`src/rtl/nwa_pkg.sv`:
```
package nwa_pkg;
    typedef enum logic [1:0] {
        PORT_CMD  = 2'd0,
        PORT_ADDR = 2'd1,
        PORT_DATA = 2'd2,
        PORT_RSVD = 2'd3
    } port_e;

    typedef enum logic [1:0] {
        ST_IDLE = 2'd0,
        ST_RUN  = 2'd1,
        ST_DONE = 2'd2
    } state_e;
endpackage

```
`src/rtl/nwa_beat_plan.sv`:
```
module nwa_beat_plan
    import nwa_pkg::*;
#(
    parameter int CPU_BYTES = 4,
    parameter int CNT_W     = $clog2(CPU_BYTES) + 1
) (
    input  logic [1:0]       size,
    input  logic             wide,
    input  logic             is_nand,
    input  logic             we,
    input  port_e            port,
    output logic [CNT_W-1:0] beats,
    output logic             active
);
    localparam int MAX_CODE = $clog2(CPU_BYTES);

    logic [CNT_W-1:0] nbytes;

    always_comb begin
        if (int'(size) >= MAX_CODE) begin
            nbytes = CNT_W'(CPU_BYTES);
        end else begin
            nbytes = CNT_W'(1) << size;
        end
        beats  = wide ? ((nbytes + CNT_W'(1)) >> 1) : nbytes;
        active = is_nand &&
                 ((port == PORT_DATA) ||
                  (we && ((port == PORT_CMD) || (port == PORT_ADDR))));
    end
endmodule

```
`src/rtl/nwa_lane_mux.sv`:
```
module nwa_lane_mux #(
    parameter int CPU_BYTES = 4,
    parameter int IDX_W     = $clog2(CPU_BYTES)
) (
    input  logic [8*CPU_BYTES-1:0] wdata,
    input  logic [8*CPU_BYTES-1:0] rd_acc,
    input  logic [IDX_W-1:0]       idx,
    input  logic                   wide,
    input  logic                   byte_only,
    input  logic [15:0]            dev_rdata,
    output logic [15:0]            beat_wdata,
    output logic [8*CPU_BYTES-1:0] rd_next
);
    localparam int HALVES = CPU_BYTES / 2;

    logic [CPU_BYTES-1:0][7:0] wb;
    logic [CPU_BYTES-1:0][7:0] rb;
    logic [HALVES-1:0][15:0]   wh;
    logic [IDX_W-2:0]          hidx;

    assign wb   = wdata;
    assign wh   = wdata;
    assign hidx = idx[IDX_W-2:0];

    always_comb begin
        beat_wdata = wide ? wh[hidx] : {8'h00, wb[idx]};
        rb = rd_acc;
        if (wide) begin
            rb[{hidx, 1'b0}] = dev_rdata[7:0];
            if (!byte_only) begin
                rb[{hidx, 1'b1}] = dev_rdata[15:8];
            end
        end else begin
            rb[idx] = dev_rdata[7:0];
        end
        rd_next = rb;
    end
endmodule

```
`src/rtl/nand_width_adapter.sv`:
```
module nand_width_adapter
    import nwa_pkg::*;
#(
    parameter int CPU_BYTES = 4
) (
    input  logic                   clk,
    input  logic                   rst_n,
    input  logic                   cpu_req,
    input  logic [1:0]             cpu_port,
    input  logic [1:0]             cpu_size,
    input  logic                   cpu_we,
    input  logic [8*CPU_BYTES-1:0] cpu_wdata,
    output logic                   cpu_ready,
    output logic [8*CPU_BYTES-1:0] cpu_rdata,
    input  logic                   cfg_is_nand,
    input  logic                   cfg_wide,
    output logic                   nand_valid,
    input  logic                   nand_ready,
    output logic                   nand_we,
    output logic                   nand_cle,
    output logic                   nand_ale,
    output logic [15:0]            nand_wdata,
    input  logic [15:0]            nand_rdata
);
    localparam int CPU_W = 8 * CPU_BYTES;
    localparam int IDX_W = $clog2(CPU_BYTES);
    localparam int CNT_W = IDX_W + 1;

    typedef struct packed {
        state_e           st;
        port_e            port;
        logic             we;
        logic             wide;
        logic             byte_only;
        logic [CNT_W-1:0] beats;
        logic [IDX_W-1:0] idx;
        logic [CPU_W-1:0] wdata;
        logic [CPU_W-1:0] rdata;
    } regs_t;

    regs_t r_d, r_q;

    logic [CNT_W-1:0] plan_beats;
    logic             plan_active;
    logic [CPU_W-1:0] rd_next;
    logic [15:0]      beat_wdata;

    nwa_beat_plan #(.CPU_BYTES(CPU_BYTES), .CNT_W(CNT_W)) plan_i (
        .size    (cpu_size),
        .wide    (cfg_wide),
        .is_nand (cfg_is_nand),
        .we      (cpu_we),
        .port    (port_e'(cpu_port)),
        .beats   (plan_beats),
        .active  (plan_active)
    );

    nwa_lane_mux #(.CPU_BYTES(CPU_BYTES), .IDX_W(IDX_W)) lane_i (
        .wdata      (r_q.wdata),
        .rd_acc     (r_q.rdata),
        .idx        (r_q.idx),
        .wide       (r_q.wide),
        .byte_only  (r_q.byte_only),
        .dev_rdata  (nand_rdata),
        .beat_wdata (beat_wdata),
        .rd_next    (rd_next)
    );

    always_comb begin
        r_d = r_q;
        case (r_q.st)
            ST_IDLE: begin
                if (cpu_req) begin
                    r_d.port      = port_e'(cpu_port);
                    r_d.we        = cpu_we;
                    r_d.wide      = cfg_wide;
                    r_d.byte_only = (cpu_size == 2'd0);
                    r_d.beats     = plan_beats;
                    r_d.idx       = '0;
                    r_d.wdata     = cpu_wdata;
                    r_d.rdata     = '0;
                    r_d.st        = plan_active ? ST_RUN : ST_DONE;
                end
            end
            ST_RUN: begin
                if (nand_ready) begin
                    if (!r_q.we) begin
                        r_d.rdata = rd_next;
                    end
                    if ({1'b0, r_q.idx} == r_q.beats - CNT_W'(1)) begin
                        r_d.st = ST_DONE;
                    end else begin
                        r_d.idx = r_q.idx + IDX_W'(1);
                    end
                end
            end
            ST_DONE: r_d.st = ST_IDLE;
            default: r_d.st = ST_IDLE;
        endcase
    end

    always_ff @(posedge clk) begin
        if (!rst_n) begin
            r_q <= '0;
        end else begin
            r_q <= r_d;
        end
    end

    assign cpu_ready  = (r_q.st == ST_DONE);
    assign cpu_rdata  = r_q.rdata;
    assign nand_valid = (r_q.st == ST_RUN);
    assign nand_we    = r_q.we;
    assign nand_cle   = nand_valid && (r_q.port == PORT_CMD);
    assign nand_ale   = nand_valid && (r_q.port == PORT_ADDR);
    assign nand_wdata = beat_wdata;

    // an offered beat is held until accepted
    a_r9_beat_hold: assert property (@(posedge clk) disable iff (!rst_n)
        nand_valid && !nand_ready |=> nand_valid && $stable(nand_wdata) &&
        $stable(nand_cle) && $stable(nand_ale) && $stable(nand_we));

    // completion is a single-cycle pulse
    a_r10_ready_pulse: assert property (@(posedge clk) disable iff (!rst_n)
        cpu_ready |=> !cpu_ready);

    // the command strobe only ever accompanies a write beat
    a_r6_cle_is_write: assert property (@(posedge clk) disable iff (!rst_n)
        nand_cle |-> nand_we && nand_valid);

    // strobes never together
    a_r6_strobe_excl: assert property (@(posedge clk) disable iff (!rst_n)
        !(nand_cle && nand_ale));

    // a completion without any beat returns zero
    a_r7_quiet_zero: assert property (@(posedge clk) disable iff (!rst_n)
        cpu_ready && !$past(nand_valid) |-> cpu_rdata == '0);

    // completion follows the final beat or the accept cycle directly
    a_r10_no_gap: assert property (@(posedge clk) disable iff (!rst_n)
        $rose(cpu_ready) |-> $past(nand_valid && nand_ready) || !$past(nand_valid));
endmodule

```
`config.mk`:
```
export PLATFORM = sky130hd
export DESIGN_NAME = nand_width_adapter
export DESIGN_NICKNAME = d
export VERILOG_FILES = /design/src/rtl/nwa_pkg.sv /design/src/rtl/nwa_beat_plan.sv /design/src/rtl/nwa_lane_mux.sv /design/src/rtl/nand_width_adapter.sv
export SDC_FILE = /design/constraint.sdc
export NUM_CORES = 1
export LEC_CHECK = 0
export ABC_AREA = 1
export BUFFER_PORTS_ARGS = -buffer_cell sky130_fd_sc_hd__buf_2
export CORE_MARGIN = 2
export CORE_UTILIZATION = 54
export CTS_BUF_LIST = sky130_fd_sc_hd__clkbuf_8
export DETAILED_ROUTE_END_ITERATION = 6
export PLACE_DENSITY = 0.82
export SYNTH_ARGS = -nofsm -noshare
export SYNTH_HDL_FRONTEND = slang
export SYNTH_SLANG_ARGS = --single-unit
```
`constraint.sdc`:
```
create_clock -name clk -period 2.95 [get_ports clk]
set_clock_uncertainty 0.2 [all_clocks]
set_input_delay 0 -clock clk [delete_from_list [all_inputs] [get_ports clk]]
set_output_delay 0 -clock clk [all_outputs]
set_load 0.005 [all_outputs]
```
**Word-level counts from Yosys, hierarchy flattened**

Index checks and enable logic that the tools add are counted.

- Logic and storage cells: 79
- Bits of input ports: 59
- Output and inout port bits: 53
- Register bits after elaboration: 76

- Eq/ne operators: 11
- Reductions and logical operators: 18
- Order comparisons: 8
- Muxes and demuxes: 29
- $add $sub $neg: 3
- Shifts and indexed selects: 1

Operator list:

| cell | count |
|---|---|
| two-way mux 32 bit | 4 |
| bitwise mux 32 bit | 3 |
| two-way mux 76 bit | 1 |
| case mux 32 bit (2 select lines) | 1 |
| two-way mux 16 bit | 3 |
| two-way mux 8 bit | 4 |
| binary-select mux 8 bit (select 2 bit) | 1 |
| demux 8 bit (select 1 bit) | 2 |
| demux 8 bit (select 2 bit) | 1 |
| two-way mux 2 bit | 5 |
| less-than comparator 2 x 3 -> 1 bit, second input constant | 3 |
| logical NOT 2 bit | 4 |
| case mux 2 bit (2 select lines) | 2 |
| AND reduction 4 bit | 2 |
| logical AND 1 bit | 7 |
| equality test 2 x 1 -> 1 bit, second input constant | 3 |
| greater-or-equal comparator 2 x 1 -> 1 bit, second input constant | 3 |
| two-way mux 3 bit | 2 |
| != test 2 bit, second input constant | 3 |
| equality test 2 bit, second input constant | 2 |
| != test 2 x 1 -> 1 bit, second input constant | 2 |
| adder 3 x 1 -> 3 bit, second input constant | 1 |
| equality test 2 x 3 -> 1 bit | 1 |
| AND reduction 3 bit | 1 |
| 8 further kinds | 9 |

**Logic depth before layout (Yosys ltp)**

Gate-level depths: netlist (run 1).

- Word-level depth: 11
- Mapped depth: 11
- Gate-level depth less buffers: 10

**Cells and area by module**

A second synthesis (run 1) with hierarchy kept.

- Cells, all modules: 775
- Area, all modules: 5094.9 µm²

By module, submodules not included:

| module | area an instance (µm²) | cells each | times used | sequential area each (µm²) |
|---|---|---|---|---|
| nand_width_adapter | 3397.0 | 404 | 1 | 1521.5 |
| nwa_lane_mux | 1645.3 | 360 | 1 | 0.0 |
| nwa_beat_plan | 52.6 | 11 | 1 | 0.0 |

**Least setup slack after synthesis (run 1)**

OpenSTA, ideal clock, no wires.

- Path type: reg2reg
- Start: register r_q[64] (netlist bit)
- End: register r_q, in the netlist cpu_rdata[0]
- Required time: 2.680 ns
- Setup time: 0.070 ns
- Path buffers: 4
- Data arrival time: 1.832 ns
- Period minus slack after synthesis: 2.103 ns
- Cell stages (with the launch flop): 11
- Slack: 0.847 ns
- Path through: dfxtp_1 buf_4 inv_2 buf_2 buf_1 ha_1 o21a_1 buf_2 o21ai_2 nand2_1 a21oi_1

- Cells in the longest elaborated chain, start to end: 11
- Elaborated cells between the ends (all ways): 18
- Those cells by class: order compare: 4; mux: 12; reduce/logical: 2

Ends and longest elaborated chain:

| item | line | source |
|---|---|---|
| start: declaration | nand_width_adapter.sv:41 | `regs_t r_d, r_q;` |
| start signal: assignment | nand_width_adapter.sv:106 | `r_q <= r_d;` |
| less-than comparator 2 x 3 -> 1 bit (implied by the code) or greater-or-equal comparator 2 x 1 -> 1 bit (tied branches) | nwa_lane_mux.sv:29 | `rb[{hidx, 1'b0}] = dev_rdata[7:0];` |
| logical AND 1 bit (implied by the code) | nwa_lane_mux.sv:29 |  |
| two-way mux 8 bit (implied by the code) | nwa_lane_mux.sv:29 |  |
| demux 8 bit (select 1 bit) | - |  |
| bitwise mux 32 bit | nwa_lane_mux.sv:29 |  |
| bitwise mux 32 bit | nwa_lane_mux.sv:31 | `rb[{hidx, 1'b1}] = dev_rdata[15:8];` |
| two-way mux 32 bit | nwa_lane_mux.sv:30 | `if (!byte_only) begin` |
| two-way mux 32 bit (*) | nwa_lane_mux.sv:28 | `if (wide) begin` |
| two-way mux 32 bit (*) | nand_width_adapter.sv:87 | `if (!r_q.we) begin` |
| two-way mux 32 bit (*) | nand_width_adapter.sv:86 | `if (nand_ready) begin` |
| case mux 32 bit (2 select lines) (*) | nand_width_adapter.sv:71 | `case (r_q.st)` |

Mark *: on every way between the ends. The rest lies on a longest branch, timed or not. The select of a mux whose other input is x is not followed.
A chain may end at the register's enable or synchronous reset.

**Worst setup path after layout (run 1)**

- Start: register r_q[74] (netlist bit)
- End: register r_q[74] (netlist bit)

- Cells in the longest elaborated chain, start to end: 3
- Elaborated cells between the ends (all ways): 7
- Those cells by class: eq/ne: 4; mux: 1; reduce/logical: 2

Ends and longest elaborated chain:

| item | line |
|---|---|
| equality test 2 x 1 -> 1 bit or logical NOT 2 bit (tied branches) | nand_width_adapter.sv:71 |
| != test 2 x 1 -> 1 bit (no source line) or != test 2 bit (tied branches) | - |
| AND reduction 3 bit (no source line) | - |

Several ways; a longest one is shown, not always the timed one.

==> impl_metrics.csv, run 1 <==
group,metric,value,unit
sta,fin_tns_setup,0,ns
global_routing,grt_max_degree,54,
worst_setup_path,reg2reg_depth,8,
run_status,outcome,"completed",
finish,drive_gt1_share,19.5,%
drt,vias_per_cell,5.53,
clocking,clockBufferDepth,2,
flow_run,maxCapViolations,0,
finish,antenna_cells,0,
sta,min_period,2.43,ns
power,total_power,0.00288,W
global_routing,use_met1,34.2,%
sta,finalCritPeriodShare,82.5,%
drt,first_pass_iters,5,
logic_synthesis,synth_cells,609,
worst_setup_path,reg2reg_slack,0.52,ns
power,p_clk_share,28.7,%
global_routing,antenna_found_initial,0,
placed_design,hpwlAfterDp,7390,um
clocking,cts_htree_levels,3,
power,p_seq_share,42.0,%
power,p_int,0.00192,W
sta,finalHoldViolations,0,
worst_setup_path,r2r-start,"r_q[74]",
worst_setup_path,path_delay_family,"buffers and inverters",
logic_synthesis,syn-num-nets,674,
power,p_leak,2.58,nW
worst_setup_path,crit_arrival,2.54,ns
sta,fin_ws,0.518,ns
power,pwr-share-comb,29.4,%
worst_setup_path,path_buf_inv,3,
global_routing,grt_util_all_layers,32.1,%
drt,routed_wirelength,13200,um
drt,drt_iter0_drc,353,
clocking,cts_sinks,76,
global_routing,grt_pass1_wl,21400,um
drt,vias,4780,
clocking,clkTransAtPathRegs,0.08,ns
sta,fmax,0.411,GHz
floorplan,ios,112,
finish,syn_to_final_growth,35.2,%
placed_design,globalplace.congestion,0.913,
floorplan,die_h,91.0,um
power,netSwitchingFraction,33.3,%
logic_synthesis,ys_ff_latch,76,
worst_setup_path,worstSetupStartpoint,"r_q[74]",
sta,rsz0062_at_grt,"false",
floorplan,coreArea,0.00729,mm2
clocking,cts_tree,"yes",
worst_setup_path,slowest_stage,"inv_1",
clocking,clkLatencyLatePin,0.36,ns
finish,final_core_util,75.8,%
worst_setup_path,path_depth,8,
worst_hold_path,min_from,"cpu_req",
drt,ant_nets,0,
floorplan,start_util,56.0,%
worst_setup_path,max_stage_delay,0.66,ns
worst_setup_path,critical_path_class,"flip-flop to flip-flop",
sta,tightest_slew,0.915,ns
worst_setup_path,cp_common_cell,"nand2_1",
global_routing,use_met3,6.97,%
global_routing,grt-ovfl-total,0,
worst_setup_path,worstSetupEndpoint,"r_q[74]",
power,power_density,521,mW/mm2
logic_synthesis,avgSynthCellArea,6.71,um2
drt,wire_per_inst,15.3,um
logic_synthesis,synth_cell_types,28,
global_routing,grt_busiest_layer,"met2",
floorplan,die_w,91.0,um
logic_synthesis,yosysSeqAreaShare,37.2,%
worst_setup_path,cp_cell_sequence,"nor2_1 > nand2_1 > inv_1 > nand2_1 > nand3_1 > dlygate4sd3_1 > nand2_1 > inv_1",
sta,slew_violations,0,
worst_setup_path,rr_endpoint,"r_q[74]",
floorplan,die_area,0.00828,mm2
finish,final_common_cell,"nand2_1",
power,irDropWorstVdd,396,uV
global_routing,grtUsageMet2,59.6,%
logic_synthesis,ys_warn_count,0,
worst_setup_path,endpoint_kind,"flip-flop",
clocking,cts_buffers,9,
sta,finalSetupViolations,0,
placed_design,placed_area,0.00441,mm2
placed_design,pre_cts_slack,0.933,ns
power,p_sw,0.000958,W
placed_design,portBuffers,111,
drt,drc,0,
floorplan,rows,31,
clocking,cts_resized,0,
worst_setup_path,cp-start-kind,"flip-flop",
finish,final_area,0.00552,mm2
finish,nets,825,
global_routing,grt_pass1_vias,4749,
clocking,clockRootBuffer,"clkbuf_8",
logic_synthesis,syn_area,0.00409,mm2
worst_setup_path,cp_data_required_time,3.06,ns
worst_setup_path,path_max_fanout,29,
worst_hold_path,hp-class,"input port to flip-flop",
sta,max-slew-margin-rel,39.0,%
finish,most-common-layout-cells,"129 x nand2_1, 111 x buf_2, 93 x nor2_1",
-- worst min path at each step --
stage,to,cells past startpoint
detailed placement,r_q[61],3
floorplan,r_q[68],2
finish,r_q[75],7
global route,r_q[75],7
global placement,r_q[40],3
CTS,r_q[75],7
-- worst min-delay path, delay by kind of cell --
kind	cells	cell delay, ns
buf+inv	3	0.26
simple gates	4	0.31
-- cell usage after synthesis --
cell type / count / area (um2)
inv_2: 6 / 22.5
o211ai_1: 8 / 60.1
buf_1: 2 / 7.51
ha_1: 6 / 75.1
and2b_1: 1 / 7.51
xnor2_1: 2 / 17.5
a21oi_1: 42 / 210
o21ai_2: 2 / 17.5
dfxtp_1: 76 / 1520
nand2_2: 4 / 25.0
nand2_1: 129 / 484
nand4_1: 18 / 113
o21ai_1: 1 / 5.00
buf_4: 34 / 255
nor2_2: 2 / 12.5
nand3_1: 40 / 200
o221ai_1: 8 / 70.1
o21ai_0: 60 / 300
buf_6: 1 / 11.3
inv_1: 34 / 128
nor3b_1: 1 / 7.51
nor3_1: 3 / 15.0
o21a_1: 1 / 7.51
clkbuf_1: 21 / 78.8
nand3b_1: 1 / 7.51
buf_2: 11 / 55.1
nor2_1: 93 / 349
nor2_4: 2 / 22.5
-- kinds of logic after synthesis --
family                   share of synthesized area, %
AO/OA/AOI/OAI                                    16.4
flip-flops                                       37.2
XOR/XNOR                                        0.429
AND/OR/NAND/NOR                                  30.4
buffers and inverters                            13.7
adder cells (fa/ha/maj)                          1.84
-- layout make-up --
class	count	area, um2
Inverter	40	150
Tap cell	99	124
Fill cell	530	1770
Multi-Input combinational cell	424	2010
Clock buffer	11	151
Sequential cell	76	1520
Clock inverter	5	51.3
Timing Repair Buffer	209	1520
-- flip-flops by register name (all words and copies together), names as in the netlist --
signal and cells:
cpu_rdata 32, nand_we 1, r_q 43
-- through the flow --
step                      instances  hold WS [ns]
after floorplan                 609       -0.0393
after global placement          757        0.0498
after detailed placement        757        0.0570
after CTS                       864        0.0405
after global routing            864         0.102
final                           864        0.0482
-- metal layers --
metal,up-vias,share of wire (%),wire length [um]
met3,78,8.3,1100
met2,323,51,6780
li1,2266,-,-
met5,-,0,0
met4,0,4.6,605
met1,2113,36,4730
-- power by group through the flow --
stage	logic (W)	clock network, W	registers, W
2_1_floorplan	0.000554	0	0.00121
3_3_place_gp	0.000666	0	0.00122
3_5_place_dp	0.000686	0	0.00123
4_1_cts	0.000802	0.000826	0.00120
5_1_grt	0.000937	0.000874	0.00122
6_report	0.000845	0.000825	0.00121
-- what timing repair did --
action	CTS	global route
endpoints found under the hold margin	74	0
hold buffers	91	0
setup buffers	0	0
(Power assumes the default switching activity.)
==> inputs of run 2 (changes only) <==
- clock period: 2.95 -> 2.34 ns (I/O delays scaled with it)
==> run 2 against run 1 <==
Compared with the run above:
- worst hold slack got worse by 0.018 ns
- sequential share of layout area up 1.6 points
- via count down 5.1%
- sequential power up 25%
- design area is 5.3% lower
- core utilization is 4.0 points lower
- setup slack got worse by 0.34 ns
- fmax up 12%
- power is 21% higher
- cell count fell by 3.2%
- global-route usage shrank 4.2 points
==> impl_metrics.csv, run 2 (same netlist as run 1, synthesis figures left out) <==
group,metric,value,unit
run_status,outcome,"completed",
finish,nets,798,
finish,antenna_cells,0,
global_routing,grt_pass1_wl,18800,um
drt,drt_iter0_drc,317,
clocking,cts_tree,"yes",
power,pwr-share-comb,28.4,%
drt,vias_per_cell,5.43,
clocking,cts_htree_levels,3,
sta,finalCritPeriodShare,92.6,%
finish,regMostFlops,"r_q",
clocking,clkLatencyLatePin,0.35,ns
finish,most-common-layout-cells,"129 x nand2_1, 111 x buf_2, 93 x nor2_1",
finish,final_common_cell,"nand2_1",
floorplan,rows,31,
clocking,cts_buffers,9,
sta,finalSetupViolations,0,
sta,fin_tns_setup,0,ns
worst_hold_path,hp-class,"input port to flip-flop",
placed_design,hpwlAfterDp,7500,um
floorplan,die_w,91.0,um
sta,slew_violations,0,
global_routing,grt_max_degree,57,
clocking,cts_sinks,76,
sta,holdWs,0.0299,ns
finish,multi_input_area,0.00201,mm2
worst_setup_path,cp-start-kind,"flip-flop",
global_routing,grt_pass1_vias,4139,
floorplan,die_h,91.0,um
finish,largest_reg_flops,43,
power,p_seq_share,43.3,%
placed_design,globalplace.congestion,0.941,
clocking,clockRootBuffer,"clkbuf_8",
finish,final_area,0.00523,mm2
sta,fmax,0.461,GHz
finish,num-fill-cells,592,
power,p_leak,2.48,nW
drt,first_pass_iters,5,
drt,ant_nets,0,
worst_setup_path,cp_data_required_time,2.45,ns
finish,regArea,0.00152,mm2
sta,tightest_slew,0.627,ns
worst_setup_path,path_max_fanout,14,
global_routing,grt-ovfl-total,0,
power,p_clk_share,28.3,%
sta,finalHoldViolations,0,
power,p_sw,0.00115,W
drt,routed_wirelength,11800,um
worst_setup_path,crit_arrival,2.27,ns
power,irDropWorstVdd,369,uV
floorplan,coreArea,0.00729,mm2
floorplan,ios,112,
placed_design,portBuffers,111,
floorplan,start_util,56.0,%
power,p_int,0.00234,W
drt,vias,4536,
sta,min_period,2.17,ns
flow_run,maxCapViolations,0,
power,power_density,667,mW/mm2
clocking,clkTransAtPathRegs,0.08,ns
finish,syn_to_final_growth,28.0,%
power,netSwitchingFraction,32.9,%
placed_design,place_inst,761,
finish,final_core_util,71.8,%
floorplan,die_area,0.00828,mm2
drt,drc,0,
finish,fin_cells,836,
sta,rsz0062_at_grt,"false",
clocking,clockBufferDepth,2,
worst_setup_path,endpoint_kind,"flip-flop",
worst_setup_path,critical_path_class,"flip-flop to flip-flop",
placed_design,placed_area,0.00444,mm2
drt,wire_per_inst,14.1,um
global_routing,antenna_found_initial,0,
global_routing,grt_util_all_layers,27.9,%
sta,max-slew-margin-rel,58.2,%
finish,drive_gt1_share,20.9,%
## run 2: repair_timing
item / in CTS / in global routing
gates resized for setup: 0 / 1
hold buffers: 60 / 0
hold endpoints to repair: 74 / 0
setup buffers: 0 / 0
setup endpoints to repair: 0 / 1
## run 2: cell type report
class	count	area share (%)
inverter	40	2.87
timing repair buffer	182	23.7
clock buffer	10	2.63
sequential	76	29.1
clock inverter	5	1.00
tap	99	2.37
multi-input combinational	424	38.4
## run 2: worst max-delay path, stage by stage (launching register included)
cell	delay (ns)
dfxtp_1	0.36
nor2_1	0.20
nand2_1	0.10
inv_1	0.37
nand2_1	0.11
nand3_1	0.09
dlygate4sd3_1	0.56
nand2_1	0.06
inv_1	0.06
## run 2: power groups by stage
stage | sequential (W) | combinational (W) | clock (W)
global placement | 0.00154 | 0.000854 | 0
global route | 0.00153 | 0.00110 | 0.00105
finish | 0.00151 | 0.000993 | 0.000987
CTS | 0.00151 | 0.000967 | 0.000993
detailed placement | 0.00154 | 0.000881 | 0
floorplan | 0.00152 | 0.000698 | 0
## run 2: per-layer routing
| layer | routed length (um) | track usage, % |
|---|---|---|
| met2 | 5960 | 51.0 |
| met3 | 849 | 4.48 |
| met1 | 4560 | 31.8 |
| met4 | 406 | 12.2 |
| met5 | 0 | 0 |
## run 2: final timing paths
| path | depth (start not counted) | start | slack (ns) | endpoint |
|---|---|---|---|---|
| max | 8 | r_q[74] | 0.17 | r_q[74] |
| min | 3 | rst_n | 0.03 | cpu_rdata[3] |
| max reg2reg | 8 | r_q[74] | 0.17 | r_q[74] |
| min reg2reg | 2 | cpu_rdata[23] | 0.26 | cpu_rdata[23] |
## run 2: stage by stage
| stage | worst slack [ns] | power (W) |
|---|---|---|
| after detailed placement | 0.329 | 0.00242 |
| after global placement | 0.409 | 0.00239 |
| after global routing | 0.0156 | 0.00368 |
| after CTS | 0.188 | 0.00347 |
| after floorplan | 0.237 | 0.00222 |
| final | 0.173 | 0.00349 |
==> inputs of run 3 (changes only) <==
- GPL_TIMING_DRIVEN: unset -> 0
==> run 3 against run 2 <==
Compared with the run above:
- flip-flop and latch count unchanged
- register-to-register slack lost 0.06 ns
- non-clock buffer count grew 66
- critical path depth rose by 3
- via count increased by 5.8%
- die area stayed put
- clock power decreased by 9.5%
- combinational power up 15%
- first-iteration DRC count fell by 28%
- clock-buffer cell count down 1
- fmax shrank 2.8%
==> impl_metrics.csv, run 3 (same netlist as run 1, synthesis figures left out) <==
group,metric,value,unit
sta,rsz0062_at_grt,"false",
worst_setup_path,path_max_fanout,3,
worst_setup_path,cp-start-kind,"flip-flop",
worst_hold_path,hold_depth,4,
worst_setup_path,reg2reg_depth,11,
power,p_seq_share,42.7,%
sta,finalSetupViolations,0,
sta,min_period,2.23,ns
sta,max-slew-margin-rel,59.8,%
finish,largest_reg_flops,43,
floorplan,rows,31,
clocking,clockRootBuffer,"clkbuf_8",
worst_setup_path,max_stage_delay,0.56,ns
floorplan,die_w,91.0,um
finish,most-common-layout-cells,"128 x nand2_1, 122 x buf_2, 93 x nor2_1",
placed_design,portBuffers,111,
finish,nets,864,
worst_setup_path,rr_endpoint,"r_q[74]",
worst_setup_path,cp_common_cell,"nand2_1",
worst_hold_path,worstHoldEndpoint,"r_q[40]",
worst_setup_path,path_buf_inv,4,
worst_setup_path,cp_data_required_time,2.40,ns
drt,wire_per_inst,14.1,um
clocking,clockBufferDepth,2,
drt,first_pass_iters,6,
clocking,clkTransAtPathRegs,0.08,ns
sta,finalHoldViolations,0,
global_routing,grt_pass1_vias,4696,
worst_hold_path,min_from,"cpu_wdata[8]",
finish,drive_gt1_share,23.8,%
sta,fmax,0.448,GHz
drt,drt_iter0_drc,228,
drt,drc,0,
global_routing,antenna_found_initial,0,
worst_setup_path,critical_path_class,"flip-flop to flip-flop",
worst_setup_path,path_delay_family,"buffers and inverters",
drt,vias_per_cell,5.31,
power,power_density,628,mW/mm2
global_routing,grt-ovfl-total,0,
floorplan,die_h,91.0,um
sta,tightest_slew,0.603,ns
power,netSwitchingFraction,34.8,%
clocking,cts_tree,"yes",
clocking,cts_htree_levels,3,
flow_run,maxCapViolations,0,
power,p_clk_share,25.2,%
power,p_int,0.00231,W
power,irDropWorstVdd,344,uV
clocking,cts_buffers,9,
power,p_sw,0.00123,W
clocking,clkLatencyLatePin,0.36,ns
drt,vias,4800,
worst_setup_path,worstSetupStartpoint,"r_q[66]",
worst_setup_path,r2r-start,"r_q[66]",
worst_setup_path,slowest_stage,"dlygate4sd3_1",
global_routing,grt_max_degree,21,
worst_hold_path,hp-class,"input port to flip-flop",
global_routing,grt_util_all_layers,30.7,%
clocking,cts_sinks,76,
finish,regMostFlops,"r_q",
sta,slew_violations,0,
floorplan,ios,112,
global_routing,grt_pass1_wl,20700,um
worst_setup_path,cp_cell_sequence,"inv_1 > ha_1 > inv_1 > nand2_1 > nand2_1 > nand3_1 > nand2_1 > nand3_1 > dlygate4sd3_1 > nand2_1 > inv_1",
placed_design,hpwlAfterDp,8590,um
drt,ant_nets,0,
power,total_power,0.00354,W
worst_setup_path,reg2reg_slack,0.11,ns
worst_setup_path,endpoint_kind,"flip-flop",
floorplan,start_util,56.0,%
sta,finalCritPeriodShare,95.3,%
power,pwr-share-comb,32.1,%
finish,final_common_cell,"nand2_1",
drt,routed_wirelength,12700,um
floorplan,die_area,0.00828,mm2
floorplan,coreArea,0.00729,mm2
worst_setup_path,crit_arrival,2.29,ns
placed_design,globalplace.congestion,0.935,
run_status,outcome,"completed",
sta,fin_tns_setup,0,ns
power,p_leak,2.71,nW
finish,syn_to_final_growth,38.1,%
-- run 3: cell count changes in the layout (fill, tap and decap cells not counted), moves of 2 or more --
cell	before	now
clkinvlp_4	1	3
o21ai_2	2	0
buf_4	11	34
buf_2	111	122
clkbuf_2	0	2
o21ai_4	0	2
clkbuf_1	0	19
dlygate4sd3_1	60	69
-- run 3: worst max path at each step --
stage / endpoint / slack (ns) / cells past startpoint
final: r_q[74] / 0.11 / 11
after global routing: cpu_rdata[21] / 0.006 / 9
after CTS: r_q[74] / 0.09 / 9
after detailed placement: cpu_rdata[3] / -0.14 / 10
after global placement: cpu_rdata[0] / -0.11 / 10
after floorplan: cpu_rdata[0] / 0.24 / 10
-- run 3: per-layer routing --
metal,part of all wire (%),vias up,GRT usage (%),routed length (um)
met4,3.3,0,13.9,426
met2,50,230,55.3,6350
met1,40,2179,35.5,5070
li1,-,2349,-,-
met3,7.0,42,4.98,890
met5,0,-,0,0
-- run 3: power by group through the flow --
stage / registers [W] / clock network [W] / logic, W
floorplan: 0.00152 / 0 / 0.000698
global placement: 0.00154 / 0 / 0.000980
detailed placement: 0.00154 / 0 / 0.000999
CTS: 0.00151 / 0.000891 / 0.00111
global route: 0.00153 / 0.000959 / 0.00126
finish: 0.00151 / 0.000893 / 0.00114
-- run 3: timing repair --
action / 4_1_cts / 5_1_grt
resized for setup: 2 / 5
hold endpoints to repair: 74 / 2
hold buffers: 68 / 1
endpoints found under the setup margin: 16 / 4
setup buffers: 0 / 0
-- run 3: area by class of cell --
type | count | area (um2)
Multi-Input combinational cell | 424 | 2020
Fill cell | 568 | 1650
Sequential cell | 76 | 1520
Timing Repair Buffer | 180 | 1250
Buffer | 68 | 407
Inverter | 40 | 150
Clock buffer | 9 | 124
Tap cell | 99 | 124
Clock inverter | 7 | 45.0
Antenna cell | 1 | 2.50
-- run 3: per-stage QoR --
stage               hold WS (ns)  area, um2  worst slack [ns]  std cells  util [%]
floorplan                -0.0393       4090             0.237        609         -
detailed placement        0.0585       4770            -0.141        819      65.4
global placement          0.0490       4770            -0.113        819      65.4
finish                     0.226       5640             0.110        904      77.4
CTS                       0.0396       5630            0.0850        902      77.2
global route               0.270       5640           0.00606        903      77.4
-- run 3: tightest hold or removal path, stage by stage --
cell and delay (ns):
dlygate4sd3_1 0.51, buf_2 0.09, o21ai_0 0.07, nor2_1 0.07
